[config.mk]
export PLATFORM = sky130hd
export DESIGN_NAME = aclk_gen
export DESIGN_NICKNAME = d
export VERILOG_FILES = /design/src/rtl/aclk_pkg.sv /design/src/rtl/aclk_rst_sync.sv /design/src/rtl/aclk_ctrl.sv /design/src/rtl/aclk_prescale.sv /design/src/rtl/aclk_phase.sv /design/src/rtl/aclk_gen.sv
export SDC_FILE = /design/constraint.sdc
export NUM_CORES = 1
export LEC_CHECK = 0
export CORE_ASPECT_RATIO = 0.8
export CORE_MARGIN = 2
export CORE_UTILIZATION = 56
export CTS_CLUSTER_SIZE = 20
export DETAILED_ROUTE_END_ITERATION = 7
export GPL_ROUTABILITY_DRIVEN = 0
export PLACE_DENSITY_LB_ADDON = 0.1
export REMOVE_ABC_BUFFERS = 1
export SYNTH_ARGS = -nofsm -noshare
export SYNTH_HDL_FRONTEND = slang
export SYNTH_SLANG_ARGS = --single-unit
[constraint.sdc]
create_clock -name clk -period 1.79 [get_ports clk]
set_input_delay 0.179 -clock clk [delete_from_list [all_inputs] [get_ports clk]]
set_output_delay 0.179 -clock clk [all_outputs]
set_load 0.005 [all_outputs]
[src/rtl/aclk_pkg.sv]
package aclk_pkg;

  // Width of the master clock divider code.
  localparam int DIV_W = 4;
  // Width of the frame length select.
  localparam int FL_SEL_W = 3;
  // Largest meaningful frame length select (8 << 5 = 256 bit clocks).
  localparam int FL_SEL_MAX = 5;
  // Phase counter counts master clock half periods over one frame: 512.
  localparam int PHASE_W = FL_SEL_MAX + 4;
  // Stages of the reset release synchronizer.
  localparam int RST_STAGES = 2;

  typedef struct packed {
    logic [DIV_W-1:0]    div;
    logic [FL_SEL_W-1:0] fl;
    logic                mclk_off;
  } aclk_cfg_t;

endpackage

[src/rtl/aclk_rst_sync.sv]
module aclk_rst_sync #(
  parameter int STAGES = 2
) (
  input  logic clk,
  input  logic rst_n,
  output logic rst_s_n
);

  logic [STAGES-1:0] sync_q;
  logic [STAGES-1:0] sync_d;

  always_comb begin
    sync_d = {sync_q[STAGES-2:0], 1'b1};
  end

  always_ff @(posedge clk or negedge rst_n) begin
    if (!rst_n) begin
      sync_q <= '0;
    end else begin
      sync_q <= sync_d;
    end
  end

  assign rst_s_n = sync_q[STAGES-1];

endmodule

[src/rtl/aclk_ctrl.sv]
module aclk_ctrl
  import aclk_pkg::*;
#(
  parameter int P_DIV_W      = DIV_W,
  parameter int P_FL_SEL_W   = FL_SEL_W,
  parameter int P_FL_SEL_MAX = FL_SEL_MAX
) (
  input  logic                  clk,
  input  logic                  rst_s_n,
  input  logic                  master_en,
  input  logic [P_DIV_W-1:0]    div_code,
  input  logic [P_FL_SEL_W-1:0] fl_sel,
  input  logic                  mclk_off,
  output logic                  run_d,
  output logic                  run_q,
  output aclk_cfg_t             cfg_q
);

  localparam logic [P_FL_SEL_W-1:0] FL_TOP = P_FL_SEL_W'(P_FL_SEL_MAX);

  logic [P_FL_SEL_W-1:0] fl_sat;
  aclk_cfg_t             cfg_d;
  logic                  cfg_en;

  // Saturate frame length selects above the largest frame.
  always_comb begin
    fl_sat = (fl_sel > FL_TOP) ? FL_TOP : fl_sel;
  end

  // Run request and capture enable: settings load only while idle.
  always_comb begin
    run_d          = master_en;
    cfg_en         = !run_q;
    cfg_d.div      = div_code;
    cfg_d.fl       = fl_sat;
    cfg_d.mclk_off = mclk_off;
  end

  always_ff @(posedge clk or negedge rst_s_n) begin
    if (!rst_s_n) begin
      run_q <= 1'b0;
    end else begin
      run_q <= run_d;
    end
  end

  always_ff @(posedge clk or negedge rst_s_n) begin
    if (!rst_s_n) begin
      cfg_q <= '0;
    end else if (cfg_en) begin
      cfg_q <= cfg_d;
    end
  end

  AST_CFG_HOLD: assert property (@(posedge clk) disable iff (!rst_s_n)
    (run_q && $past(run_q)) |-> $stable(cfg_q));

endmodule

[src/rtl/aclk_prescale.sv]
module aclk_prescale
  import aclk_pkg::*;
#(
  parameter int P_DIV_W = DIV_W
) (
  input  logic               clk,
  input  logic               rst_s_n,
  input  logic               run_q,
  input  logic [P_DIV_W-1:0] div,
  output logic               tick
);

  logic [P_DIV_W-1:0] pre_q;
  logic [P_DIV_W-1:0] pre_d;
  logic [P_DIV_W-1:0] pre_last;
  logic               bypass;

  always_comb begin
    bypass   = (div == '0);
    pre_last = div - P_DIV_W'(1);
    tick     = run_q && (bypass || (pre_q == pre_last));
  end

  always_comb begin
    if (!run_q || tick) begin
      pre_d = '0;
    end else begin
      pre_d = pre_q + P_DIV_W'(1);
    end
  end

  always_ff @(posedge clk or negedge rst_s_n) begin
    if (!rst_s_n) begin
      pre_q <= '0;
    end else begin
      pre_q <= pre_d;
    end
  end

  AST_PRE_RANGE: assert property (@(posedge clk) disable iff (!rst_s_n)
    (run_q && (div != '0)) |-> (pre_q < div));

endmodule

[src/rtl/aclk_phase.sv]
module aclk_phase
  import aclk_pkg::*;
#(
  parameter int P_PHASE_W    = PHASE_W,
  parameter int P_FL_SEL_W   = FL_SEL_W,
  parameter int P_FL_SEL_MAX = FL_SEL_MAX
) (
  input  logic      clk,
  input  logic      rst_s_n,
  input  logic      run_d,
  input  logic      run_q,
  input  logic      tick,
  input  aclk_cfg_t cfg,
  output logic      mclk_q,
  output logic      bclk_q,
  output logic      fs_q
);

  localparam int TAPS = 2 ** P_FL_SEL_W;

  logic [P_PHASE_W-1:0] ph_q;
  logic [P_PHASE_W-1:0] ph_d;
  logic [P_PHASE_W-1:0] step;
  logic [TAPS-1:0]      taps;
  logic                 mclk_d;
  logic                 bclk_d;
  logic                 fs_d;

  // In bypass one kernel cycle is a whole master clock period: step two halves.
  always_comb begin
    step = (cfg.div == '0) ? P_PHASE_W'(2) : P_PHASE_W'(1);
    if (!run_d) begin
      ph_d = '0;
    end else if (tick) begin
      ph_d = ph_q + step;
    end else begin
      ph_d = ph_q;
    end
  end

  // Bit clock tap: one phase bit per frame length.
  for (genvar g = 0; g < TAPS; g++) begin : g_tap
    if (g <= P_FL_SEL_MAX) begin : g_used
      assign taps[g] = ph_d[P_FL_SEL_MAX-g];
    end else begin : g_spare
      assign taps[g] = ph_d[0];
    end
  end

  always_comb begin
    mclk_d = run_d && ph_d[0] && !cfg.mclk_off;
    bclk_d = run_d && taps[cfg.fl];
    fs_d   = run_d && !ph_d[P_PHASE_W-1];
  end

  always_ff @(posedge clk or negedge rst_s_n) begin
    if (!rst_s_n) begin
      ph_q <= '0;
    end else begin
      ph_q <= ph_d;
    end
  end

  always_ff @(posedge clk or negedge rst_s_n) begin
    if (!rst_s_n) begin
      mclk_q <= 1'b0;
      bclk_q <= 1'b0;
      fs_q   <= 1'b0;
    end else begin
      mclk_q <= mclk_d;
      bclk_q <= bclk_d;
      fs_q   <= fs_d;
    end
  end

  AST_IDLE_ZERO: assert property (@(posedge clk) disable iff (!rst_s_n)
    !run_q |-> ((ph_q == '0) && !mclk_q && !bclk_q && !fs_q));

  AST_MCLK_OFF: assert property (@(posedge clk) disable iff (!rst_s_n)
    (run_q && cfg.mclk_off) |-> !mclk_q);

  AST_MCLK_HOLD: assert property (@(posedge clk) disable iff (!rst_s_n)
    (run_q && $past(run_q) && !$past(tick) && (cfg.div != '0)) |-> $stable(mclk_q));

  AST_FS_ON_BCLK_FALL: assert property (@(posedge clk) disable iff (!rst_s_n)
    (run_q && $past(run_q) && (fs_q != $past(fs_q))) |-> !bclk_q);

endmodule

[src/rtl/aclk_gen.sv]
module aclk_gen
  import aclk_pkg::*;
#(
  parameter int P_DIV_W      = DIV_W,
  parameter int P_FL_SEL_W   = FL_SEL_W,
  parameter int P_FL_SEL_MAX = FL_SEL_MAX,
  parameter int P_RST_STAGES = RST_STAGES
) (
  input  logic                  clk,
  input  logic                  rst_n,
  input  logic                  master_en,
  input  logic [P_DIV_W-1:0]    div_code,
  input  logic                  mclk_off,
  input  logic [P_FL_SEL_W-1:0] fl_sel,
  output logic                  mclk_o,
  output logic                  bclk_o,
  output logic                  fs_o
);

  localparam int P_PHASE_W = P_FL_SEL_MAX + 4;

  logic      rst_s_n;
  logic      run_d;
  logic      run_q;
  logic      tick;
  aclk_cfg_t cfg_q;
  logic      mclk_q;
  logic      bclk_q;
  logic      fs_q;
  logic      pass_mclk;
  logic      pass_bclk;

  aclk_rst_sync #(.STAGES(P_RST_STAGES)) u_rst_sync (
    .clk     (clk),
    .rst_n   (rst_n),
    .rst_s_n (rst_s_n)
  );

  aclk_ctrl #(
    .P_DIV_W      (P_DIV_W),
    .P_FL_SEL_W   (P_FL_SEL_W),
    .P_FL_SEL_MAX (P_FL_SEL_MAX)
  ) u_ctrl (
    .clk       (clk),
    .rst_s_n   (rst_s_n),
    .master_en (master_en),
    .div_code  (div_code),
    .fl_sel    (fl_sel),
    .mclk_off  (mclk_off),
    .run_d     (run_d),
    .run_q     (run_q),
    .cfg_q     (cfg_q)
  );

  aclk_prescale #(.P_DIV_W(P_DIV_W)) u_prescale (
    .clk     (clk),
    .rst_s_n (rst_s_n),
    .run_q   (run_q),
    .div     (cfg_q.div),
    .tick    (tick)
  );

  aclk_phase #(
    .P_PHASE_W    (P_PHASE_W),
    .P_FL_SEL_W   (P_FL_SEL_W),
    .P_FL_SEL_MAX (P_FL_SEL_MAX)
  ) u_phase (
    .clk     (clk),
    .rst_s_n (rst_s_n),
    .run_d   (run_d),
    .run_q   (run_q),
    .tick    (tick),
    .cfg     (cfg_q),
    .mclk_q  (mclk_q),
    .bclk_q  (bclk_q),
    .fs_q    (fs_q)
  );

  // Kernel clock pass-through paths, selected from registered state only.
  always_comb begin
    pass_mclk = run_q && (cfg_q.div == '0) && !cfg_q.mclk_off;
    pass_bclk = run_q && (cfg_q.div == '0) &&
                (cfg_q.fl == P_FL_SEL_W'(P_FL_SEL_MAX));
    mclk_o    = pass_mclk ? clk : mclk_q;
    bclk_o    = pass_bclk ? clk : bclk_q;
    fs_o      = fs_q;
  end

endmodule

## Yosys cells after proc, flatten, opt, wreduce, memory -nomap -nowiden

Cells that the tools add are included.

- Add/subtract/negate cells: 3
- Multiply operators: 0
- Div/mod/pow operators: 0
- Order comparisons: 2
- Eq/ne operators: 3
- Shift-type cells: 0
- Multiplexer cells: 9
- Bitwise logic cells: 0
- Reduce and logical (&&, ||, !) cells: 14

Operators with widths:

| kind | number |
|---|---|
| $mux 9 | 2 |
| $add 9x9->9 | 1 |
| $logic_and 1x1->1 | 8 |
| $add 4x1->4 const B | 1 |
| $eq 4x4->1 | 1 |
| $logic_not 4->1 | 1 |
| $lt 3x4->1 const B | 1 |
| $mux 4 | 1 |
| $sub 4x1->4 const B | 1 |
| $bmux 1 s3 | 1 |
| $eq 3x3->1 const B | 1 |
| $gt 3x3->1 const B | 1 |
| $logic_not 1->1 | 3 |
| $mux 1 | 3 |
| $mux 3 | 1 |
| $logic_or 1x1->1 | 2 |
| $mux 2 | 1 |
| $ne 2x1->1 const B | 1 |

- Register bits: 27
- Bits in latches: 0
- RAM bits: 0
- ROM bits: 0
- Input port bits: 11
- Output and inout bits: 3
- Logic and storage cells: 42
- Memories: 0

## Longest topological paths before layout

- Word-level depth: 9
- Mapped depth: 12
- Mapped depth without buffers: 12

## Modules after synthesis

Synthesis repeated with hierarchy kept, for this count alone.

- Cell total of the unflattened synthesis: 122
- Area total of the unflattened synthesis: 1428.9 µm²

By module, submodules not included:

| module | instances | cells an instance | area each (µm²) | seq. area each (µm²) |
|---|---|---|---|---|
| aclk_phase | 1 | 61 | 646.9 | 300.3 |
| aclk_ctrl | 1 | 23 | 365.4 | 225.2 |
| aclk_prescale | 1 | 28 | 305.3 | 100.1 |
| aclk_gen | 1 | 7 | 57.6 | 0.0 |
| aclk_rst_sync | 1 | 3 | 53.8 | 50.0 |

==> qor_table.md <==
| Quantity | Reported |
|---|---|
| First-pass GRT wire length | 6.644 mm |
| LEAKAGE | 0.9570 nW |
| Chip height | 49.97 um |
| Distinct cells, synth | 47 |
| Cell type of the slowest stage on the worst timing path | sky130_fd_sc_hd__dfrtp_1 |
| Nets@finish | 203 |
| Overall Power | 1.558 mW |
| Yosys warnings | 0 |
| Horiz. Die Dim | 61.46 um |
| Number of synthesized register bits | 27 |
| Total of endpoints with negative setup slack in the final report | 14 |
| Detailed-placement wirelength estimate | 2.309 mm |
| Critical path buffers and inverters | 4 |
| Count of placed standard cells including taps | 201 |
| Number of detailed-routing iterations run before antenna repair | 4 |
| Overall routed net length | 4.176 mm |
| TritonCTS clock tree | yes |
| Count of nets left with antenna violations after detail routing | 0 |
| Inserted Diodes | 0 |
| Capturing element type of the critical path | register |
| Core ar. | 0.002482 mm^2 |
| Final count of pins violating max slew | 0 |
| CP arrival | 2.73 ns |
| Critical Path Fanout Max | 4 |
| Post-detailed-route via-to-cell ratio | 5.847 |
| Clock tree skew after final layout | 0.008597 ns |
| Failing checks | setup timing |
| Crit path time final | 2.412 ns |
| Required time of the worst setup path | 2.11 ns |
| Starting density of the core | 59.58% |
| Area added between synthesis and finish | 42.05% |
| DRC violation count after routing | 0 |
| Total die area | 0.003071 mm^2 |
| Filler-free cell count of the finished design | 222 |
| Finished Cell Area | 0.002101 mm^2 |
| Area of placed instances | 0.001777 mm^2 |
| Grt ovf | 0 |
| Starting DRT DRC Count | 61 |
| Startpoint type of the worst setup path | register |
| Via count of the first global-routing pass | 1,411 |
| Number of port buffers | 13 |
| F_max | 0.4146 GHz |
| Met1 Use GR | 41.16% |
| Insertion delay to the later sink of the worst-skew pair | 0.46 ns |
| Number of flops mapped to enable cells by yosys | 0 |
| Most common flop cell mapped by yosys | sky130_fd_sc_hd__dfrtp_1 |
| Pwr/cell area | 741.7 mW/mm^2 |
| Global route hottest layer | met2 |
| Setup repair after global routing missed its margin | yes |
| Fraction of layout cells with a size suffix above 1 | 42.47% |
| Global Route met3 Usage | 12.34% |
| Pin count of the biggest net entering global routing | 26 |
| Worst IR drop on VDD | 0.6102 mV |
| Fin crit share | 134.8% |
| Fillers | 141 |
| Setup WS post-layout | -0.6221 ns |
| Fraction of synthesis flops using an asynchronous set or reset pin | 100.0% |
| WL/cell | 18.81 um |
| Cell count after synthesis | 137 |
| Register area share after synthesis | 45.69% |
| Critical setup path kind | reg -> reg |
| Setup tns final | -5.785 ns |
| HP Class | reg -> async |
| Number of antenna violations at the first check in global routing | 0 |
| CP dominant cell by count | sky130_fd_sc_hd__buf_4 |
| Syn Std Cell Area | 0.001479 mm^2 |
| Max-cap violations | 0 |
| Ordered cell list for the critical path | inv_1, ha_2, nor3b_4, buf_4, buf_4, ha_4, a21o_4, buf_4, and3_1, nand3_1, a21oi_1, nand3_1, nand4_1 |
| Total global-route track usage | 31.17% |
| Mean cell area of the mapped netlist | 10.80 um^2 |
| Number of vias after detailed routing | 1,298 |
| Critical path's top delay family | simple AND/OR/NAND/NOR gates |
| Status | finished with violations |
| Setup slack after placement | -0.5822 ns |
| Largest stage delay, worst path | 0.41 ns |
| Floorplan row count | 16 |
| Global-route met2 utilization | 43.44% |
| Number of failing hold endpoints at the final stage | 0 |
| Clock slew at the register clock pins of the worst setup and hold paths | 0.16 ns |
| Top-level port count | 14 |
## where the power goes
part	internal [mW]	switching (mW)
Clock	0.200	0.254
Combinational	0.211	0.199
Sequential	0.649	0.0442
## state kept, by name, indices dropped and copies added (netlist names)
register / flops
u_phase.ph_q: 9
u_ctrl.run_q: 1
u_phase.mclk_q: 1
u_ctrl.cfg_q: 8
u_phase.bclk_q: 1
u_rst_sync.sync_q: 2
u_prescale.pre_q: 4
u_phase.fs_q: 1
## synth_stat cells, types with 2 or more instances
cell	count	area share [%]
sky130_fd_sc_hd__dfrtp_1	27	46
sky130_fd_sc_hd__nand2_1	13	3.3
sky130_fd_sc_hd__mux2_2	8	6.1
sky130_fd_sc_hd__inv_1	7	1.8
sky130_fd_sc_hd__nand3_1	7	2.4
sky130_fd_sc_hd__o21ai_0	6	2.0
sky130_fd_sc_hd__xnor2_1	5	3.0
sky130_fd_sc_hd__a21oi_1	4	1.4
sky130_fd_sc_hd__and2_1	4	1.7
sky130_fd_sc_hd__ha_1	4	3.4
sky130_fd_sc_hd__nor2_1	4	1.0
sky130_fd_sc_hd__xor2_1	4	2.4
sky130_fd_sc_hd__nand2b_1	3	1.3
sky130_fd_sc_hd__nand4_1	3	1.3
sky130_fd_sc_hd__nor3_1	3	1.0
sky130_fd_sc_hd__and3_1	2	0.85
sky130_fd_sc_hd__nor2b_1	2	0.85
sky130_fd_sc_hd__o21a_1	2	1.0
## cells by family (layout without fill, tap and decap cells)
family          after synthesis  count (layout)  synth area share, %
mux                           8               8                6.092
simple gates                 52              52                20.14
compound gates               23              23                12.52
flops                        27              27                45.69
other cells                   1               1               0.2536
xor+xnor                     11              11                7.952
fa+ha+maj                     5               5                4.738
buf+inv                      10              59                2.622
## area by class of cell
| class | instances | area, um^2 | share of cell area (%) |
|---|---|---|---|
| clock buffers | 9 | 68.82 | 3.276 |
| multi-input cells | 100 | 900.9 | 42.88 |
| clock inverters | 1 | 8.758 | 0.4169 |
| repair buffers | 42 | 375.4 | 17.87 |
| flip-flops and latches | 27 | 675.6 | 32.16 |
| well taps | 36 | 45.04 | 2.144 |
| inverters | 7 | 26.28 | 1.251 |
## layer usage
| metal | share of wire, % | up-vias |
|---|---|---|
| li1 | - | 581 |
| met2 | 48 | 73 |
| met1 | 41 | 624 |
| met5 | 0 | - |
| met4 | 3.3 | 0 |
| met3 | 7.9 | 20 |
## final timing paths
kind | slack [ns] | from | to | depth (start not counted)
max | -0.62 | u_ctrl.cfg_q[4]$_DFFE_PN0N_ | u_phase.bclk_q$_DFF_PN0_ | 13
min | 0.24 | u_rst_sync.sync_q[1]$_DFF_PN0_ | u_phase.mclk_q$_DFF_PN0_ | 1
max reg2reg | -0.62 | u_ctrl.cfg_q[4]$_DFFE_PN0N_ | u_phase.bclk_q$_DFF_PN0_ | 13
min reg2reg | 0.24 | u_rst_sync.sync_q[1]$_DFF_PN0_ | u_phase.mclk_q$_DFF_PN0_ | 1
max in group asynchronous | 1.25 | rst_n | u_rst_sync.sync_q[0]$_DFF_PN0_ | 2
min in group clk | 0.32 | fl_sel[1] | u_ctrl.cfg_q[2]$_DFFE_PN0N_ | 3
## layout by cell type (no fill, tap or decap), types with 2 or more instances in the layout
cell type / synthesis / layout
sky130_fd_sc_hd__nor2b_1: 2 / 2
sky130_fd_sc_hd__xnor2_1: 5 / 5
sky130_fd_sc_hd__nand2b_1: 3 / 3
sky130_fd_sc_hd__nand2_1: 13 / 10
sky130_fd_sc_hd__nor4_4: 0 / 2
sky130_fd_sc_hd__o21ai_0: 6 / 5
sky130_fd_sc_hd__nand4_1: 3 / 3
sky130_fd_sc_hd__inv_1: 7 / 6
sky130_fd_sc_hd__dfrtp_1: 27 / 27
sky130_fd_sc_hd__ha_2: 0 / 2
sky130_fd_sc_hd__o21a_1: 2 / 2
sky130_fd_sc_hd__nor3_2: 0 / 2
sky130_fd_sc_hd__and2_1: 4 / 4
sky130_fd_sc_hd__and3_1: 2 / 2
sky130_fd_sc_hd__a21boi_2: 1 / 2
sky130_fd_sc_hd__xor2_1: 4 / 4
sky130_fd_sc_hd__clkbuf_4: 0 / 7
sky130_fd_sc_hd__a21oi_1: 4 / 3
sky130_fd_sc_hd__nand2_2: 0 / 3
sky130_fd_sc_hd__nor2_1: 4 / 4
sky130_fd_sc_hd__nand3_1: 7 / 6
sky130_fd_sc_hd__clkdlybuf4s50_1: 0 / 11
sky130_fd_sc_hd__buf_6: 0 / 9
sky130_fd_sc_hd__mux2_2: 8 / 7
sky130_fd_sc_hd__buf_4: 0 / 22
## metrics by stage
step | utilization (%) | hold WS, ns
after detailed placement | 71.57 | 0.2413
after global routing | 84.63 | 0.3043
after floorplan | - | -0.1166
final | 84.63 | 0.2403
after global placement | 71.57 | 0.2294
after CTS | 82.06 | 0.2547
## worst register-to-register path, stage by stage, from the launching register on
cell	delay [ns]
sky130_fd_sc_hd__dfrtp_1	0.41
sky130_fd_sc_hd__inv_1	0.06
sky130_fd_sc_hd__ha_2	0.19
sky130_fd_sc_hd__nor3b_4	0.21
sky130_fd_sc_hd__buf_4	0.15
sky130_fd_sc_hd__buf_4	0.14
sky130_fd_sc_hd__ha_4	0.20
sky130_fd_sc_hd__a21o_4	0.22
sky130_fd_sc_hd__buf_4	0.13
sky130_fd_sc_hd__and3_1	0.17
sky130_fd_sc_hd__nand3_1	0.09
sky130_fd_sc_hd__a21oi_1	0.07
sky130_fd_sc_hd__nand3_1	0.07
sky130_fd_sc_hd__nand4_1	0.15
## repair_timing
item / 4_1_cts / 5_1_grt
pin swaps: 19 / 5
endpoints found under the setup margin: 14 / 17
setup buffers: 8 / 6
resized for setup: 41 / 8
hold buffers: 1 / 0
hold endpoints to repair: 2 / 0
Power figures use the tool's default switching activity.
